**src/rtl/coef_loader_pkg.sv**
```systemverilog
package coef_loader_pkg;
    localparam int BUS_W  = 16;
    localparam int COEF_W = 20;
    localparam int LO_W   = COEF_W - BUS_W;

    typedef struct packed {
        logic             half;   // 1: upper half held, lower half expected
        logic [BUS_W-1:0] upper;
    } asm_state_t;
endpackage

```
**src/rtl/coef_half_asm.sv**
```systemverilog
module coef_half_asm
    import coef_loader_pkg::*;
(
    input  logic              clk,
    input  logic              rst,
    input  logic              clr,
    input  logic              wr_hit,
    input  logic [BUS_W-1:0]  wr_data,
    output logic              commit,
    output logic [COEF_W-1:0] word,
    output logic              half
);
    asm_state_t st_d, st_q;

    always_comb begin
        st_d   = st_q;
        commit = 1'b0;
        if (clr) begin
            st_d.half = 1'b0;
        end else if (wr_hit) begin
            if (!st_q.half) begin
                st_d.upper = wr_data;
                st_d.half  = 1'b1;
            end else begin
                st_d.half = 1'b0;
                commit    = 1'b1;
            end
        end
    end

    always_ff @(posedge clk) begin
        if (rst) begin
            st_q <= '0;
        end else begin
            st_q <= st_d;
        end
    end

    assign word = {st_q.upper, wr_data[LO_W-1:0]};
    assign half = st_q.half;
endmodule

```
**src/rtl/coef_ptr_ctrl.sv**
```systemverilog
module coef_ptr_ctrl #(
    parameter int DEPTH = 64,
    localparam int IDX_W = $clog2(DEPTH),
    localparam int PTR_W = IDX_W + 1
) (
    input  logic             clk,
    input  logic             rst,
    input  logic             filt_dis,
    input  logic             commit,
    output logic             dis_rise,
    output logic             ram_we,
    output logic [IDX_W-1:0] wr_idx,
    output logic [PTR_W-1:0] ptr
);
    typedef struct packed {
        logic             dis;
        logic [PTR_W-1:0] ptr;
    } ptr_state_t;

    ptr_state_t st_d, st_q;
    logic       full;

    always_comb begin
        full     = (st_q.ptr == PTR_W'(DEPTH));
        dis_rise = filt_dis && !st_q.dis;
        ram_we   = commit && !full;
        st_d     = st_q;
        st_d.dis = filt_dis;
        if (dis_rise) begin
            st_d.ptr = '0;
        end else if (ram_we) begin
            st_d.ptr = st_q.ptr + PTR_W'(1);
        end
    end

    always_ff @(posedge clk) begin
        if (rst) begin
            st_q <= '0;
        end else begin
            st_q <= st_d;
        end
    end

    assign wr_idx = st_q.ptr[IDX_W-1:0];
    assign ptr    = st_q.ptr;
endmodule

```
**src/rtl/coef_ram.sv**
```systemverilog
module coef_ram #(
    parameter int DEPTH = 64,
    parameter int WIDTH = 20,
    localparam int IDX_W = $clog2(DEPTH)
) (
    input  logic             clk,
    input  logic             we,
    input  logic [IDX_W-1:0] wr_idx,
    input  logic [WIDTH-1:0] wr_data,
    input  logic [IDX_W-1:0] rd_idx,
    output logic [WIDTH-1:0] rd_data
);
    logic [WIDTH-1:0] mem_q [DEPTH];
    logic [WIDTH-1:0] rd_d, rd_q;

    always_comb begin
        rd_d = mem_q[rd_idx];
    end

    always_ff @(posedge clk) begin
        if (we) begin
            mem_q[wr_idx] <= wr_data;
        end
        rd_q <= rd_d;
    end

    assign rd_data = rd_q;
endmodule

```
**src/rtl/coef_loader.sv**
```systemverilog
module coef_loader
    import coef_loader_pkg::*;
#(
    parameter int DEPTH     = 64,
    parameter int ADDR_W    = 2,
    parameter int COEF_ADDR = 1,
    localparam int IDX_W = $clog2(DEPTH),
    localparam int PTR_W = IDX_W + 1
) (
    input  logic              clk,
    input  logic              rst,
    input  logic              bus_wr,
    input  logic [ADDR_W-1:0] bus_addr,
    input  logic [BUS_W-1:0]  bus_data,
    input  logic              filt_dis,
    input  logic [IDX_W-1:0]  rd_idx,
    output logic [COEF_W-1:0] rd_coef
);
    logic              wr_hit;
    logic              dis_rise;
    logic              commit;
    logic              ram_we;
    logic              half_flag;
    logic [COEF_W-1:0] asm_word;
    logic [IDX_W-1:0]  wr_idx;
    logic [PTR_W-1:0]  load_ptr;

    assign wr_hit = bus_wr && (bus_addr == ADDR_W'(COEF_ADDR));

    coef_half_asm u_asm (
        .clk     (clk),
        .rst     (rst),
        .clr     (dis_rise),
        .wr_hit  (wr_hit),
        .wr_data (bus_data),
        .commit  (commit),
        .word    (asm_word),
        .half    (half_flag)
    );

    coef_ptr_ctrl #(.DEPTH(DEPTH)) u_ptr (
        .clk      (clk),
        .rst      (rst),
        .filt_dis (filt_dis),
        .commit   (commit),
        .dis_rise (dis_rise),
        .ram_we   (ram_we),
        .wr_idx   (wr_idx),
        .ptr      (load_ptr)
    );

    coef_ram #(.DEPTH(DEPTH), .WIDTH(COEF_W)) u_ram (
        .clk     (clk),
        .we      (ram_we),
        .wr_idx  (wr_idx),
        .wr_data (asm_word),
        .rd_idx  (rd_idx),
        .rd_data (rd_coef)
    );
endmodule

```
**config.mk**
```make
export PLATFORM = sky130hd
export DESIGN_NAME = coef_loader
export DESIGN_NICKNAME = d
export VERILOG_FILES = /design/src/rtl/coef_loader_pkg.sv /design/src/rtl/coef_half_asm.sv /design/src/rtl/coef_ptr_ctrl.sv /design/src/rtl/coef_ram.sv /design/src/rtl/coef_loader.sv
export SDC_FILE = /design/constraint.sdc
export NUM_CORES = 1
export LEC_CHECK = 0
export BUFFER_PORTS_ARGS = -buffer_cell sky130_fd_sc_hd__clkbuf_2
export CAP_MARGIN = 20
export CORE_MARGIN = 2
export CORE_UTILIZATION = 45
export CTS_CLUSTER_DIAMETER = 50
export CTS_CLUSTER_SIZE = 12
export DETAILED_ROUTE_END_ITERATION = 6
export GPL_TIMING_DRIVEN = 0
export PLACE_DENSITY = 0.69
export SLEW_MARGIN = 20
export SYNTH_ARGS = -nofsm -noshare
export SYNTH_HDL_FRONTEND = slang
export SYNTH_HIERARCHICAL = 1
export SYNTH_SLANG_ARGS = --single-unit
```
**constraint.sdc**
```tcl
create_clock -name clk -period 3.9 [get_ports clk]
set_clock_uncertainty 0.1 [all_clocks]
set_input_delay 0.195 -clock clk [delete_from_list [all_inputs] [get_ports clk]]
set_output_delay 0.195 -clock clk [all_outputs]
set_load 0.1 [all_outputs]
```
### Yosys cells after proc, flatten, opt, wreduce, memory -nomap -nowiden

Memory sizes are Yosys's and may differ from the RTL's. A register that Yosys moved wholly into a read port is not among the register bits.
Index checks and enable logic that the tools add are counted.

| cells by class | value |
|---|---|
| reductions and logical operators | 7 |
| add/subtract/negate cells | 1 |
| mux-type cells | 6 |
| equality and inequality tests | 2 |
| bitwise operators | 2 |

Operator list:

| cell | count |
|---|---|
| adder 7 x 1 -> 7 bit, second input constant | 1 |
| == test 7 bit, second input constant | 1 |
| 2-to-1 mux 1 bit | 6 |
| logical AND 1 bit | 3 |
| AND reduction 3 bit | 1 |
| == test 2 x 1 -> 1 bit, second input constant | 1 |
| zero test 1 bit | 2 |
| inverter 1 bit | 2 |
| OR reduction 2 bit | 1 |

| storage, ports and cells | value |
|---|---|
| memory bits (writable) | 1280 |
| word-level logic and storage cells | 23 |
| register bits | 25 |
| memories | 1 |
| output and inout port bits | 20 |

Memories:

| name | depth | bits a word | read ports | clocked after memory_dff | write ports | RTL line | text |
|---|---|---|---|---|---|---|---|
| u_ram.mem_q | 64 | 20 | 1 | 1 | 1 | coef_ram.sv:13 | `logic [WIDTH-1:0] mem_q [DEPTH];` |

### Logic depth before layout (Yosys ltp)

| depth | value |
|---|---|
| depth after elaboration | 7 |
| depth in mapped cells | 10 |
| gate-level depth less buffers | 7 |

### Hierarchy

The synthesis kept the hierarchy.

Modules (own cells, without submodules):

| module | area each (sq um) | times used | cells an instance | seq. area each (sq um) |
|---|---|---|---|---|
| coef_ram | 49495.0 | 1 | 2243 | 38837.2 |
| coef_half_asm | 809.5 | 1 | 78 | 340.3 |
| coef_ptr_ctrl | 498.0 | 1 | 58 | 160.2 |
| coef_loader | 8.8 | 1 | 1 | 0.0 |

### Worst setup path after synthesis

OpenSTA, ideal clock, no wires.

| timing | value |
|---|---|
| path kind | register to register |
| start point | reg u_ptr/st_q[7] (netlist name) |
| end point | mem u_ram.mem_q[48][0] (enable) |
| cell stages (with the launch flop) | 7 |
| setup slack | 0.583 ns |
| period minus slack after synthesis | 3.317 ns |
| data arrival time | 2.795 ns |
| path through | dfxtp_1 > nand2b_1 > inv_1 > and3b_2 > a21boi_2 > nand4b_1 > nor3_1 |

| on the way | value |
|---|---|
| cells in the longest elaborated chain, start to end | 6 |

Ends and longest elaborated chain:

| item | RTL line | text |
|---|---|---|
| from (decl) | coef_ptr_ctrl.sv:20 | `ptr_state_t st_d, st_q;` |
| from (signal assigned) | coef_ptr_ctrl.sv:40 | `st_q <= st_d;` |
| zero test 1 bit | coef_ptr_ctrl.sv:25 | `dis_rise = filt_dis && !st_q.dis;` |
| logical AND 1 bit | coef_ptr_ctrl.sv:25 |  |
| named net dis_rise | coef_loader.sv:20 | `logic dis_rise;` |
| 2-to-1 mux 1 bit | coef_half_asm.sv:18 | `if (clr) begin` |
| named net commit | coef_loader.sv:21 | `logic commit;` |
| logical AND 1 bit | coef_ptr_ctrl.sv:26 | `ram_we = commit && !full;` |
| named net ram_we | coef_loader.sv:22 | `logic ram_we;` |
| 2-to-1 mux 1 bit | coef_ram.sv:21 | `if (we) begin` |
| 2-to-1 mux 1 bit (not written as such) | coef_ram.sv:22 | `mem_q[wr_idx] <= wr_data;` |
| to (decl) | coef_ram.sv:13 |  |

The timed path passes the listed nets, and every way through them passes these cells.

### Final worst setup path

| timing | value |
|---|---|
| start point | reg u_ptr.st_q, in the netlist u_ptr/ptr[0] |
| end point | mem u_ram.mem_q[41][14] (enable) |

| on the way | value |
|---|---|
| cells in the longest elaborated chain, start to end | 5 |

Ends and longest elaborated chain:

| item | RTL line | text |
|---|---|---|
| == test 7 bit | coef_ptr_ctrl.sv:24 | `full = (st_q.ptr == PTR_W'(DEPTH));` |
| zero test 1 bit | coef_ptr_ctrl.sv:26 |  |
| logical AND 1 bit | coef_ptr_ctrl.sv:26 |  |
| named net ram_we | coef_loader.sv:22 |  |
| 2-to-1 mux 1 bit | coef_ram.sv:21 |  |
| 2-to-1 mux 1 bit (not written as such) | coef_ram.sv:22 |  |

The timed path passes the listed nets, and every way through them passes these cells.

==> reports/summary.txt <==
Reg power frac = 54.1%
DRC = 0
Final Slew Violations = 0
Relative slew slack = 23.1%
Power per cell area = 498 mW/mm^2
Min Tclk post-route = 3.84 ns
Fillers = 8,481
RSZ-0062 raised after global routing = true
Period utilisation layout = 98.6%
Cell Int Power = 0.0227 W
First-pass GRT wire length = 179,000 um
Max cap viols = 0
Met1 usage = 29.5%
GRT met3 Usage = 5.29%
IO Port Bufs = 42
Switching power total = 0.00610 W
R2R setup slack = 0.06 ns
Mean Syn Cell Area = 21.4 um^2
Synth Cell Area = 0.0508 mm^2
Core region area = 0.112 mm^2
Slowest stage cell on the critical path = nor2_4
Worst Path Max Fanout = 20
Synth Warn # = 6
Layout area overhead = 14.0%
CP required = 4.13 ns
Final setup vio count = 0
Outcome = complete, no violations
Drt wl/cell = 30.4 um
Crit-path max cell delay = 1.00 ns
Die extent in y = 340 um
Final antenna-violating net count = 0
Critical path buffers and inverters = 1
WP data arrival = 4.08 ns
Initial antenna violation count = 8
Num CTS Buffers = 133
Mapped Nets = 2,403
Initial Util = 45.2%
RePlAce Congestion = 0.875
Routed WL = 126,000 um
Worst-Skew Late Latency = 0.73 ns
Dpl hpwl = 79,200 um
Layout Nets = 2,626
Final worst slack = 0.0551 ns
DP Area = 0.0537 mm^2
CP startpoint kind = register
Total Routing Usage GR = 21.7%
Combinational Power Share = 4.9%
Clock power share = 41.0%
Reg clk slew, reported paths = 0.06 ns
Peak supply drop = 0.000388 V
Hold Vio Cnt, Final = 0
Largest net degree at the start of global routing = 66
Switching Fraction = 21.2%
Setup CP Type = reg2reg
Fin area = 0.0579 mm^2
Vias per cell = 6.14
CTS max path bufs = 3
GRT overflow = 0
LEAKAGE = 20.0 nW
Clk sinks = 1,325
Via Count = 25,501
Delay-heaviest family, CP = simple AND/OR/NAND/NOR gates
Max Clock Freq = 260 MHz
Busiest grt layer = met2
Post-Syn Instances = 2,373
DRT Pass-1 Iters = 5
Share of layout cells above drive strength 1 = 25.4%
Die footprint = 0.115 mm^2
Worst Hold Class = in2reg
Commonest non-fill, non-tap cell in the layout = edfxtp_1
Row Count = 123
N_diodes = 0
Post-Place Worst Slack = -0.0305 ns
IO Count = 48
Vias in the first global route = 25,554
DRT iter0 DRCs = 2,948
Commonest non-fill, non-tap cells in the layout = edfxtp_1, mux4_2, mux2i_1, clkbuf_16, clkbuf_1
Die extent in x = 340 um
Worst Setup End Kind = register
Worst Tran Pin Value = 1.14 ns
CP cell instances = inv_1 -> ha_1 -> nor2b_1 -> a21boi_2 -> nand3_1 -> nor2_4
CTS HTree Levels = 4
CTS root buf = clkbuf_16
CTS tree = yes
Met2 GRT Util = 34.1%
Core Util, Final = 51.6%
-- metrics by stage --
step                      cells  hold WS (ns)  setup TNS (ns)  power (W)
after global placement     3915         0.325         -335.74     0.0173
after CTS                  4149        0.0616               0     0.0290
final                      4153         0.124               0     0.0288
after detailed placement   3932         0.334         -0.0305     0.0173
after global routing       4153         0.125         -0.0155     0.0296
after floorplan            2373         0.167               0     0.0168
-- power groups by stage --
stage / Combinational, W / Sequential, W / Clock (W)
global route: 0.00145 / 0.0156 / 0.0125
global placement: 0.00130 / 0.0159 / 0
finish: 0.00141 / 0.0156 / 0.0118
floorplan: 0.000676 / 0.0161 / 0
detailed placement: 0.00137 / 0.0159 / 0
CTS: 0.00139 / 0.0156 / 0.0119
-- per-layer routing --
metal | share of wire, % | vias up
met3 | 10 | 229
met2 | 48 | 1388
met4 | 3.7 | 4
li1 | - | 10348
met5 | 0.021 | -
met1 | 39 | 13532
-- area by class of cell --
cell class                      instances  area, um^2  share of cell area, %
Tap cell                             1500        1880                   3.24
Sequential cell                      1325       39400                   68.0
Multi-Input combinational cell        901       11100                   19.2
Buffer                                143         793                   1.37
Clock buffer                          170        3580                   6.19
Inverter                                5        18.8                 0.0324
Clock inverter                         22         317                  0.547
Timing Repair Buffer                   87         792                   1.37
-- worst paths after layout --
kind | startpoint | endpoint | cells past startpoint
worst max-delay path | u_ptr/ptr[0] | u_ram/mem_q[41][14] | 6
worst min-delay path | bus_addr[1] | u_asm/word[14] | 5
worst max register to register | u_ptr/ptr[0] | u_ram/mem_q[41][14] | 6
worst min register to register | u_ptr/ptr[6] | u_ptr/ptr[6] | 2
-- sequential cells by signal, indices dropped and copies added, names as in the netlist --
register       flops
u_asm/half         1
u_ram/rd_data     20
u_asm/word        16
u_ptr/ptr          7
u_ram/mem_q     1280
u_ptr/st_q         1
-- worst min-delay path: stages --
cell and delay (ns):
clkbuf_2 0.08, and3b_1 0.20, nor3b_2 0.16, buf_6 0.14, mux2i_1 0.12
-- what timing repair did --
| item | in CTS | in global routing |
|---|---|---|
| hold buffers | 25 | 0 |
| endpoints found under the hold margin | 25 | 0 |
| setup buffers | 0 | 3 |
| gates resized for setup | 1 | 1 |
| gates cloned | 0 | 1 |
| pin swaps | 0 | 5 |
| setup endpoints to repair | 17 | 146 |
(Power assumes the default switching activity.)
